$ cat config.mk
export PLATFORM = sky130hd
export DESIGN_NAME = tcap_timer
export DESIGN_NICKNAME = d
export VERILOG_FILES = /design/src/rtl/tcap_pkg.sv /design/src/rtl/tcap_sync_filt.sv /design/src/rtl/tcap_count.sv /design/src/rtl/tcap_timer.sv
export SDC_FILE = /design/constraint.sdc
export NUM_CORES = 1
export LEC_CHECK = 0
export ABC_AREA = 1
export BUFFER_PORTS_ARGS = -buffer_cell sky130_fd_sc_hd__buf_2
export CELL_PAD_IN_SITES_DETAIL_PLACEMENT = 1
export CELL_PAD_IN_SITES_GLOBAL_PLACEMENT = 1
export CORE_MARGIN = 2
export CORE_UTILIZATION = 41
export CTS_CLUSTER_SIZE = 40
export DETAILED_ROUTE_END_ITERATION = 10
export PLACE_DENSITY_LB_ADDON = 0.15
export SETUP_SLACK_MARGIN = 0.1
export SLEW_MARGIN = 25
export SYNTH_ARGS = -nofsm -noshare
export SYNTH_HDL_FRONTEND = slang
export SYNTH_SLANG_ARGS = --single-unit
$ cat constraint.sdc
create_clock -name clk -period 1.5 [get_ports clk]
set_input_delay 0 -clock clk [delete_from_list [all_inputs] [get_ports clk]]
set_output_delay 0 -clock clk [all_outputs]
set_load 0.02 [all_outputs]
$ cat src/rtl/tcap_pkg.sv
package tcap_pkg;

   typedef enum logic [2:0] {
      RA_CTRL = 3'd0,
      RA_FLAG = 3'd1,
      RA_CNTL = 3'd2,
      RA_CNTH = 3'd3,
      RA_CMPA = 3'd4,
      RA_CMPB = 3'd5
   } tcap_addr_e;

   // control byte, most significant field first
   typedef struct packed {
      logic       src_cmp;
      logic       nc_en;
      logic       rise;
      logic       cap_en;
      logic       wide;
      logic [2:0] cs;
   } tcap_ctrl_t;

   localparam int FLAG_OVF = 0;
   localparam int FLAG_CAP = 1;

endpackage

$ cat src/rtl/tcap_sync_filt.sv
module tcap_sync_filt #(
   parameter int SYNC_N = 2,
   parameter int NC_LEN = 4
) (
   input  logic clk,
   input  logic rst_n,
   input  logic pin_i,
   input  logic cmp_i,
   input  logic src_cmp_i,
   input  logic nc_en_i,
   input  logic rise_i,
   output logic edge_o
);

   generate
      if (SYNC_N < 2) begin : g_bad_sync
         $error("tcap_sync_filt: SYNC_N must be at least 2");
      end
      if (NC_LEN < 2) begin : g_bad_nc
         $error("tcap_sync_filt: NC_LEN must be at least 2");
      end
   endgenerate

   logic              raw;
   logic [SYNC_N-1:0] sync_q;
   logic [NC_LEN-1:0] hist_q;
   logic              filt_q, filt_d, prev_q;

   assign raw = src_cmp_i ? cmp_i : pin_i;

   always_ff @(posedge clk or negedge rst_n) begin
      if (!rst_n) sync_q <= '0;
      else        sync_q <= {sync_q[SYNC_N-2:0], raw};
   end

   always_ff @(posedge clk or negedge rst_n) begin
      if (!rst_n) hist_q <= '0;
      else        hist_q <= {hist_q[NC_LEN-2:0], sync_q[SYNC_N-1]};
   end

   always_comb begin
      if (!nc_en_i)       filt_d = sync_q[SYNC_N-1];
      else if (&hist_q)   filt_d = 1'b1;
      else if (~|hist_q)  filt_d = 1'b0;
      else                filt_d = filt_q;
   end

   always_ff @(posedge clk or negedge rst_n) begin
      if (!rst_n) begin
         filt_q <= 1'b0;
         prev_q <= 1'b0;
      end else begin
         filt_q <= filt_d;
         prev_q <= filt_q;
      end
   end

   assign edge_o = rise_i ? (filt_q & ~prev_q) : (~filt_q & prev_q);

   // with the filter on, an accepted rise follows a full run of highs
   p_nc_rise_r8: assert property (@(posedge clk) disable iff (!rst_n)
      ($rose(filt_q) && $past(nc_en_i)) |-> ($past(hist_q) == {NC_LEN{1'b1}}));

   // with the filter on, an accepted fall follows a full run of lows
   p_nc_fall_r8: assert property (@(posedge clk) disable iff (!rst_n)
      ($fell(filt_q) && $past(nc_en_i)) |-> ($past(hist_q) == {NC_LEN{1'b0}}));

endmodule

$ cat src/rtl/tcap_count.sv
module tcap_count #(
   parameter int CNT_W = 16,
   parameter int LOW_W = 8,
   parameter int PRE_W = 6
) (
   input  logic             clk,
   input  logic             rst_n,
   input  logic [2:0]       cs_i,
   input  logic             wide_i,
   input  logic             ld_i,
   input  logic [CNT_W-1:0] ld_val_i,
   output logic [CNT_W-1:0] cnt_o,
   output logic             wrap_o
);

   localparam int HI_W = CNT_W - LOW_W;

   generate
      if (PRE_W < 6) begin : g_bad_pre
         $error("tcap_count: PRE_W must cover a divide by 64");
      end
      if (HI_W < 1) begin : g_bad_w
         $error("tcap_count: CNT_W must exceed LOW_W");
      end
   endgenerate

   logic [PRE_W-1:0] pre_q, mask;
   logic [CNT_W-1:0] cnt_q;
   logic             tick, at_max;

   always_ff @(posedge clk or negedge rst_n) begin
      if (!rst_n) pre_q <= '0;
      else        pre_q <= pre_q + PRE_W'(1);
   end

   always_comb begin
      mask = '0;
      if (cs_i != 3'd0) mask = (PRE_W'(1) << (cs_i - 3'd1)) - PRE_W'(1);
   end

   assign tick   = (cs_i != 3'd0) && ((pre_q & mask) == mask);
   assign at_max = wide_i ? (&cnt_q) : (&cnt_q[LOW_W-1:0]);
   assign wrap_o = tick && at_max && !ld_i;

   always_ff @(posedge clk or negedge rst_n) begin
      if (!rst_n)      cnt_q <= '0;
      else if (ld_i)   cnt_q <= ld_val_i;
      else if (tick) begin
         if (wide_i) cnt_q <= cnt_q + CNT_W'(1);
         else        cnt_q <= {{HI_W{1'b0}}, cnt_q[LOW_W-1:0] + LOW_W'(1)};
      end
   end

   assign cnt_o = cnt_q;

   // stopped clock select and no load keeps the count
   p_stop_hold_r1: assert property (@(posedge clk) disable iff (!rst_n)
      (cs_i == 3'd0 && !ld_i) |=> $stable(cnt_q));

   // a load always lands, whatever the prescaler does
   p_load_wins_r2: assert property (@(posedge clk) disable iff (!rst_n)
      ld_i |=> (cnt_q == $past(ld_val_i)));

   // a wrap leaves the counter at zero
   p_wrap_zero_r3: assert property (@(posedge clk) disable iff (!rst_n)
      wrap_o |=> (cnt_q == '0));

endmodule

$ cat src/rtl/tcap_timer.sv
module tcap_timer
   import tcap_pkg::*;
#(
   parameter int BUS_W  = 8,
   parameter int CNT_W  = 16,
   parameter int PRE_W  = 6,
   parameter int SYNC_N = 2,
   parameter int NC_LEN = 4
) (
   input  logic             clk,
   input  logic             rst_n,
   input  logic [2:0]       bus_addr,
   input  logic             bus_wr,
   input  logic             bus_rd,
   input  logic [BUS_W-1:0] bus_wdata,
   output logic [BUS_W-1:0] bus_rdata,
   input  logic             cap_pin,
   input  logic             cmp_out,
   output logic             ovf_flag,
   output logic             cap_flag,
   output logic             hit_a,
   output logic             hit_b
);

   localparam int HI_W = CNT_W - BUS_W;

   generate
      if (BUS_W != 8) begin : g_bad_bus
         $error("tcap_timer: control layout needs an 8-bit bus");
      end
      if (CNT_W != 2 * BUS_W) begin : g_bad_cnt
         $error("tcap_timer: counter must be two bus bytes wide");
      end
   endgenerate

   tcap_ctrl_t       ctrl_q;
   tcap_addr_e       addr;
   logic [BUS_W-1:0] temp_q, cmpa_q, cmpb_q;
   logic [CNT_W-1:0] cnt, ld_val;
   logic             ovf_q, capf_q;
   logic             wrap, edge_evt, cap_hit, wide_cap;
   logic             wr_ctrl, wr_flag, wr_cntl, wr_cnth, wr_cmpa, wr_cmpb;
   logic             rd_cntl, rd_cmpa;

   assign addr    = tcap_addr_e'(bus_addr);
   assign wr_ctrl = bus_wr && addr == RA_CTRL;
   assign wr_flag = bus_wr && addr == RA_FLAG;
   assign wr_cntl = bus_wr && addr == RA_CNTL;
   assign wr_cnth = bus_wr && addr == RA_CNTH;
   assign wr_cmpa = bus_wr && addr == RA_CMPA;
   assign wr_cmpb = bus_wr && addr == RA_CMPB;
   assign rd_cntl = bus_rd && addr == RA_CNTL;
   assign rd_cmpa = bus_rd && addr == RA_CMPA;

   assign wide_cap = ctrl_q.cap_en && ctrl_q.wide;
   assign ld_val   = ctrl_q.wide ? {temp_q, bus_wdata} : {{HI_W{1'b0}}, bus_wdata};

   tcap_count #(.CNT_W(CNT_W), .LOW_W(BUS_W), .PRE_W(PRE_W)) u_count (
      .clk      (clk),
      .rst_n    (rst_n),
      .cs_i     (ctrl_q.cs),
      .wide_i   (ctrl_q.wide),
      .ld_i     (wr_cntl),
      .ld_val_i (ld_val),
      .cnt_o    (cnt),
      .wrap_o   (wrap)
   );

   tcap_sync_filt #(.SYNC_N(SYNC_N), .NC_LEN(NC_LEN)) u_filt (
      .clk       (clk),
      .rst_n     (rst_n),
      .pin_i     (cap_pin),
      .cmp_i     (cmp_out),
      .src_cmp_i (ctrl_q.src_cmp),
      .nc_en_i   (ctrl_q.nc_en),
      .rise_i    (ctrl_q.rise),
      .edge_o    (edge_evt)
   );

   assign cap_hit = edge_evt && ctrl_q.cap_en;

   always_ff @(posedge clk or negedge rst_n) begin
      if (!rst_n)       ctrl_q <= '0;
      else if (wr_ctrl) ctrl_q <= tcap_ctrl_t'(bus_wdata);
   end

   always_ff @(posedge clk or negedge rst_n) begin
      if (!rst_n)                   temp_q <= '0;
      else if (wr_cnth)             temp_q <= bus_wdata;
      else if (rd_cntl)             temp_q <= cnt[CNT_W-1:BUS_W];
      else if (rd_cmpa && wide_cap) temp_q <= cmpb_q;
   end

   always_ff @(posedge clk or negedge rst_n) begin
      if (!rst_n) begin
         cmpa_q <= '0;
         cmpb_q <= '0;
      end else begin
         if (cap_hit)      cmpa_q <= cnt[BUS_W-1:0];
         else if (wr_cmpa) cmpa_q <= bus_wdata;
         if (cap_hit && ctrl_q.wide) cmpb_q <= cnt[CNT_W-1:BUS_W];
         else if (wr_cmpb)           cmpb_q <= bus_wdata;
      end
   end

   always_ff @(posedge clk or negedge rst_n) begin
      if (!rst_n) begin
         ovf_q  <= 1'b0;
         capf_q <= 1'b0;
      end else begin
         if (wrap)                                 ovf_q <= 1'b1;
         else if (wr_flag && bus_wdata[FLAG_OVF])  ovf_q <= 1'b0;
         if (cap_hit)                              capf_q <= 1'b1;
         else if (wr_flag && bus_wdata[FLAG_CAP])  capf_q <= 1'b0;
      end
   end

   always_comb begin
      bus_rdata = '0;
      case (addr)
         RA_CTRL: bus_rdata = ctrl_q;
         RA_FLAG: begin
            bus_rdata[FLAG_OVF] = ovf_q;
            bus_rdata[FLAG_CAP] = capf_q;
         end
         RA_CNTL: bus_rdata = cnt[BUS_W-1:0];
         RA_CNTH: bus_rdata = temp_q;
         RA_CMPA: bus_rdata = cmpa_q;
         RA_CMPB: bus_rdata = wide_cap ? temp_q : cmpb_q;
         default: bus_rdata = '0;
      endcase
   end

   assign ovf_flag = ovf_q;
   assign cap_flag = capf_q;
   assign hit_a    = !ctrl_q.cap_en && (cnt[BUS_W-1:0] == cmpa_q);
   assign hit_b    = !wide_cap && (cnt[BUS_W-1:0] == cmpb_q);

   // a wrap always raises the overflow flag, even against a clear
   p_ovf_set_r3: assert property (@(posedge clk) disable iff (!rst_n)
      wrap |=> ovf_q);

   // a capture always raises the capture flag
   p_cap_flag_r5: assert property (@(posedge clk) disable iff (!rst_n)
      cap_hit |=> capf_q);

   // capture writes the low count byte into compare A
   p_cap_lo_r5: assert property (@(posedge clk) disable iff (!rst_n)
      cap_hit |=> (cmpa_q == $past(cnt[BUS_W-1:0])));

   // byte capture leaves compare B alone
   p_cmpb_keep_r6: assert property (@(posedge clk) disable iff (!rst_n)
      (cap_hit && !ctrl_q.wide && !wr_cmpb) |=> $stable(cmpb_q));

   // word capture puts the high count byte in compare B
   p_cap_hi_r7: assert property (@(posedge clk) disable iff (!rst_n)
      (cap_hit && ctrl_q.wide) |=> (cmpb_q == $past(cnt[CNT_W-1:BUS_W])));

   // a clear with no set event drops the flag
   p_ovf_clr_r10: assert property (@(posedge clk) disable iff (!rst_n)
      (wr_flag && bus_wdata[FLAG_OVF] && !wrap) |=> !ovf_q);

endmodule

==> run summary <==
Run status: complete, but fails checks
Violations in the final reports: negative setup slack
Core Rows: 36
Distinct cell type count after synthesis: 41
Share of power burned in the clock network: 18.5%
Area Overhead vs Synth: 39.48%
Power per cell area: 1431 mW/mm^2
Top-level port count: 29
Sequential area share after synthesis: 38.08%
Footprint of the multi-input gates: 0.002609 mm^2
Die Wd: 105.3 um
Switching share of power: 42.61%
Leak: 2.647 nW
Inserted Diodes: 0
Net count reported at finish: 696
# fillers: 1237
Synth Net Count: 583
Final critical-path share of the clock period: 112.0%
Maximum net fanout on the critical path: 7
Slew Viols, Final: 0
Mean Syn Cell Area: 7.509 um^2
Post-synthesis cell type with the largest combined area: sky130_fd_sc_hd__dfrtp_1
Synth top area share: 38.08%
HPWL reported at the end of detailed placement: 11550 um
Endpoint type of the worst setup path: flop
Via density: 5.695
DIE AREA: 0.01108 mm^2
Part of the power in registers: 32.5%
Total of endpoints with negative setup slack in the final report: 32
Sum of negative setup slack: -3695 ps
Setup slack of the critical path after layout: -179.7 ps
Fin crit period: 1680 ps
Post-Place Cell Area: 0.004783 mm^2
Unrepaired setup endpoints after global routing: true
Max_slew headroom: 65.71%
Vias in the first global route: 4812
H-Tree Depth: 3
Skew-Pair Late Insertion Delay: 370 ps
Post-synthesis instance area: 0.004205 mm^2
Net switching component of the power: 3.577 mW
Prevailing post-synth register cell: sky130_fd_sc_hd__dfrtp_1
Num Clock Sinks: 64
Post-Synthesis Cells: 560
Cell internal power dissipation: 4.817 mW
Data arrival at the endpoint of the critical path: 1940 ps
Weighted congestion at the end of routability-driven global placement: 0.9908
Gate power share: 49.1%
Maximum VDD drop: 0.0007007 V
Hold WC Path Type: primary input to flop
Final Hold Violating Endpoints: 0
Bufs on Longest Clock Path: 2
Final std cell area, no fill: 0.005866 mm^2
Number of synthesized register bits: 64
Iteration-0 DRC count of the detailed router: 236
Remaining antenna violation count: 0
Total number of vias: 4607
Final core utilization: 59.46%
Overall routing resource usage: 30.67%
Post-route DRC violation count: 0
Clock transition at the registers of the reported paths: 80 ps
Total Power: 8.393 mW
Share of cells above drive strength 1: 38.46%
Crit Path Class: flop to flop
Synth warn: 0
CTS tree: built
Final wirelength: 16990 um
Vertical die dimension: 105.3 um
Final clock skew: 11.09 ps
First-pass GRT wire length: 25700 um
Placeable core area: 0.009864 mm^2
Maximum number of pins on one net before global-route repair: 65
Proportion of synthesized flip-flops having asynchronous set or reset: 100.0%
Top cells by area in the synthesized netlist: sky130_fd_sc_hd__dfrtp_1 38%, sky130_fd_sc_hd__nand2_1 9.6%, sky130_fd_sc_hd__inv_1 6.2%
TritonCTS Buffers: 9
DR pass1 iterations: 5
Remaining Overflow, GRT: 0
Final hold slack: 160.8 ps
Root cell of the clock tree: sky130_fd_sc_hd__clkbuf_8
Storage cell area: 0.001605 mm^2
Fmax: 0.5953 GHz
Critical Path Start Type: flop
Initial antenna violation count: 0
WL/cell: 21.01 um
Starting utilization of the core area: 42.63%
Number of enable flip-flop cells after synthesis: 0
Max capacitance violation total: 0
CP Data Required Time: 1760 ps
Least-Margin Pin Slew: 514.4 ps
Port Buffers: 28
## flip-flops by register name, summed over array words and instances, names as in the netlist
| name | count |
|---|---|
| u_filt.prev_q | 1 |
| temp_q | 8 |
| u_filt.sync_q | 2 |
| ovf_flag | 1 |
| u_filt.filt_q | 1 |
| u_filt.hist_q | 4 |
| ctrl_q | 8 |
| cmpa_q | 8 |
| cmpb_q | 8 |
| u_count.cnt_o | 16 |
| u_count.pre_q | 6 |
| cap_flag | 1 |
## cells in the final DEF, fill, tap and decap left out, drive strengths merged
cell / n
nand2: 122
buf: 106
inv: 76
dfrtp: 64
nor2: 64
nand3: 59
o21ai: 59
a21oi: 20
o22ai: 16
o211ai: 11
clkbuf: 11
dlygate4sd3: 11
o221ai: 8
xor2: 7
xnor2: 7
nand4: 7
nor3: 6
ha: 6
clkinvlp: 3
o2111ai: 3
a221oi: 2
a22oi: 1
mux2: 1
a211oi: 1
nor3b: 1
o31ai: 1
a31oi: 1
bufinv: 1
clkinv: 1
## through the flow
| step | setup WS [ps] | std cells |
|---|---|---|
| global route | -290.7 | 809 |
| CTS | -161.3 | 800 |
| finish | -179.7 | 809 |
| detailed placement | -236.6 | 751 |
| global placement | -139.4 | 751 |
| floorplan | -13.14 | 560 |
## area by class of cell
| type | count | share of cell area, % |
|---|---|---|
| multi-input combinational | 403 | 44.48 |
| sequential | 64 | 27.37 |
| tap | 133 | 2.837 |
| clock inverter | 3 | 0.7253 |
| inverter | 78 | 5.589 |
| clock buffer | 11 | 2.581 |
| timing repair buffer | 117 | 16.42 |
## metal layers
metal	share of wire [%]	routed length [um]	up-vias	track usage, %
li1	-	-	2097	-
met1	40	6873	2307	37.13
met5	0	0	-	0
met2	50	8485	151	50.83
met3	5.3	900	52	6.988
met4	4.3	734	0	15.90
## critical path: stages (launching register included)
cell and delay (ps):
sky130_fd_sc_hd__dfrtp_2 490, sky130_fd_sc_hd__buf_6 160, sky130_fd_sc_hd__nor2_4 110, sky130_fd_sc_hd__nand3_1 80, sky130_fd_sc_hd__nand2_1 80, sky130_fd_sc_hd__nand2_1 60, sky130_fd_sc_hd__nand2_2 80, sky130_fd_sc_hd__nand3_4 160
sky130_fd_sc_hd__buf_6 210, sky130_fd_sc_hd__nand3_2 70, sky130_fd_sc_hd__nand2_2 60
## power by group through the flow
stage | Combinational [mW] | Clock (mW) | Sequential [mW]
floorplan | 1.87 | 0 | 2.53
global placement | 2.88 | 0 | 2.62
detailed placement | 2.98 | 0 | 2.65
CTS | 3.69 | 1.58 | 2.65
global route | 4.39 | 1.65 | 2.77
finish | 4.12 | 1.55 | 2.72
## cells by family (layout without fill, tap and decap cells)
logic type / Yosys count / count (layout) / share of synthesized area [%]
buffers and inverters: 95 / 209 / 10.09
AO/OA/AOI/OAI: 123 / 123 / 17.41
flip-flops: 64 / 64 / 38.08
multiplexers: 1 / 1 / 0.2678
adder cells (fa/ha/maj): 6 / 6 / 1.785
AND/OR/NAND/NOR: 257 / 259 / 29.46
XOR/XNOR: 14 / 14 / 2.916
## cells in the mapped netlist (4+ instances only)
| cell type | count |
|---|---|
| sky130_fd_sc_hd__nand3_1 | 51 |
| sky130_fd_sc_hd__nor2_1 | 51 |
| sky130_fd_sc_hd__dfrtp_1 | 64 |
| sky130_fd_sc_hd__inv_1 | 69 |
| sky130_fd_sc_hd__xnor2_1 | 7 |
| sky130_fd_sc_hd__nand2_2 | 9 |
| sky130_fd_sc_hd__nand2_1 | 108 |
| sky130_fd_sc_hd__o21ai_1 | 10 |
| sky130_fd_sc_hd__inv_2 | 8 |
| sky130_fd_sc_hd__nor3_1 | 5 |
| sky130_fd_sc_hd__o22ai_1 | 16 |
| sky130_fd_sc_hd__nor2_2 | 6 |
| sky130_fd_sc_hd__a21oi_1 | 19 |
| sky130_fd_sc_hd__o21ai_0 | 47 |
| sky130_fd_sc_hd__buf_6 | 4 |
| sky130_fd_sc_hd__xor2_1 | 7 |
| sky130_fd_sc_hd__nand4_1 | 6 |
| sky130_fd_sc_hd__o211ai_1 | 11 |
| sky130_fd_sc_hd__nor2_4 | 7 |
| sky130_fd_sc_hd__ha_1 | 6 |
| sky130_fd_sc_hd__nand3_2 | 7 |
| sky130_fd_sc_hd__o221ai_1 | 8 |
| sky130_fd_sc_hd__buf_2 | 6 |
## final timing paths
check / start / to / slack, ps / depth (start not counted)
worst max-delay path: ctrl_q[1]$_DFFE_PN0P_ / u_count.cnt_o[5]$_DFFE_PN0P_ / -180 / 10
worst min-delay path: bus_addr[0] / cap_flag$_DFFE_PN0P_ / 160 / 6
worst min register to register: u_filt.sync_q[0]$_DFF_PN0_ / u_filt.sync_q[1]$_DFF_PN0_ / 370 / 0
min in group asynchronous: rst_n / u_count.pre_q[4]$_DFF_PN0_ / 180 / 3
worst max register to register: ctrl_q[1]$_DFFE_PN0P_ / u_count.cnt_o[5]$_DFFE_PN0P_ / -180 / 10
max in group asynchronous: rst_n / u_count.cnt_o[7]$_DFFE_PN0P_ / 1020 / 3
## repair_timing
action / CTS / global route
resized for setup: 90 / 68
hold buffers: 11 / 0
pin swaps: 34 / 32
setup buffers: 24 / 8
cloned: 1 / 1
endpoints found under the setup margin: 49 / 44
hold endpoints to repair: 81 / 0
Power figures use the tool's default switching activity.
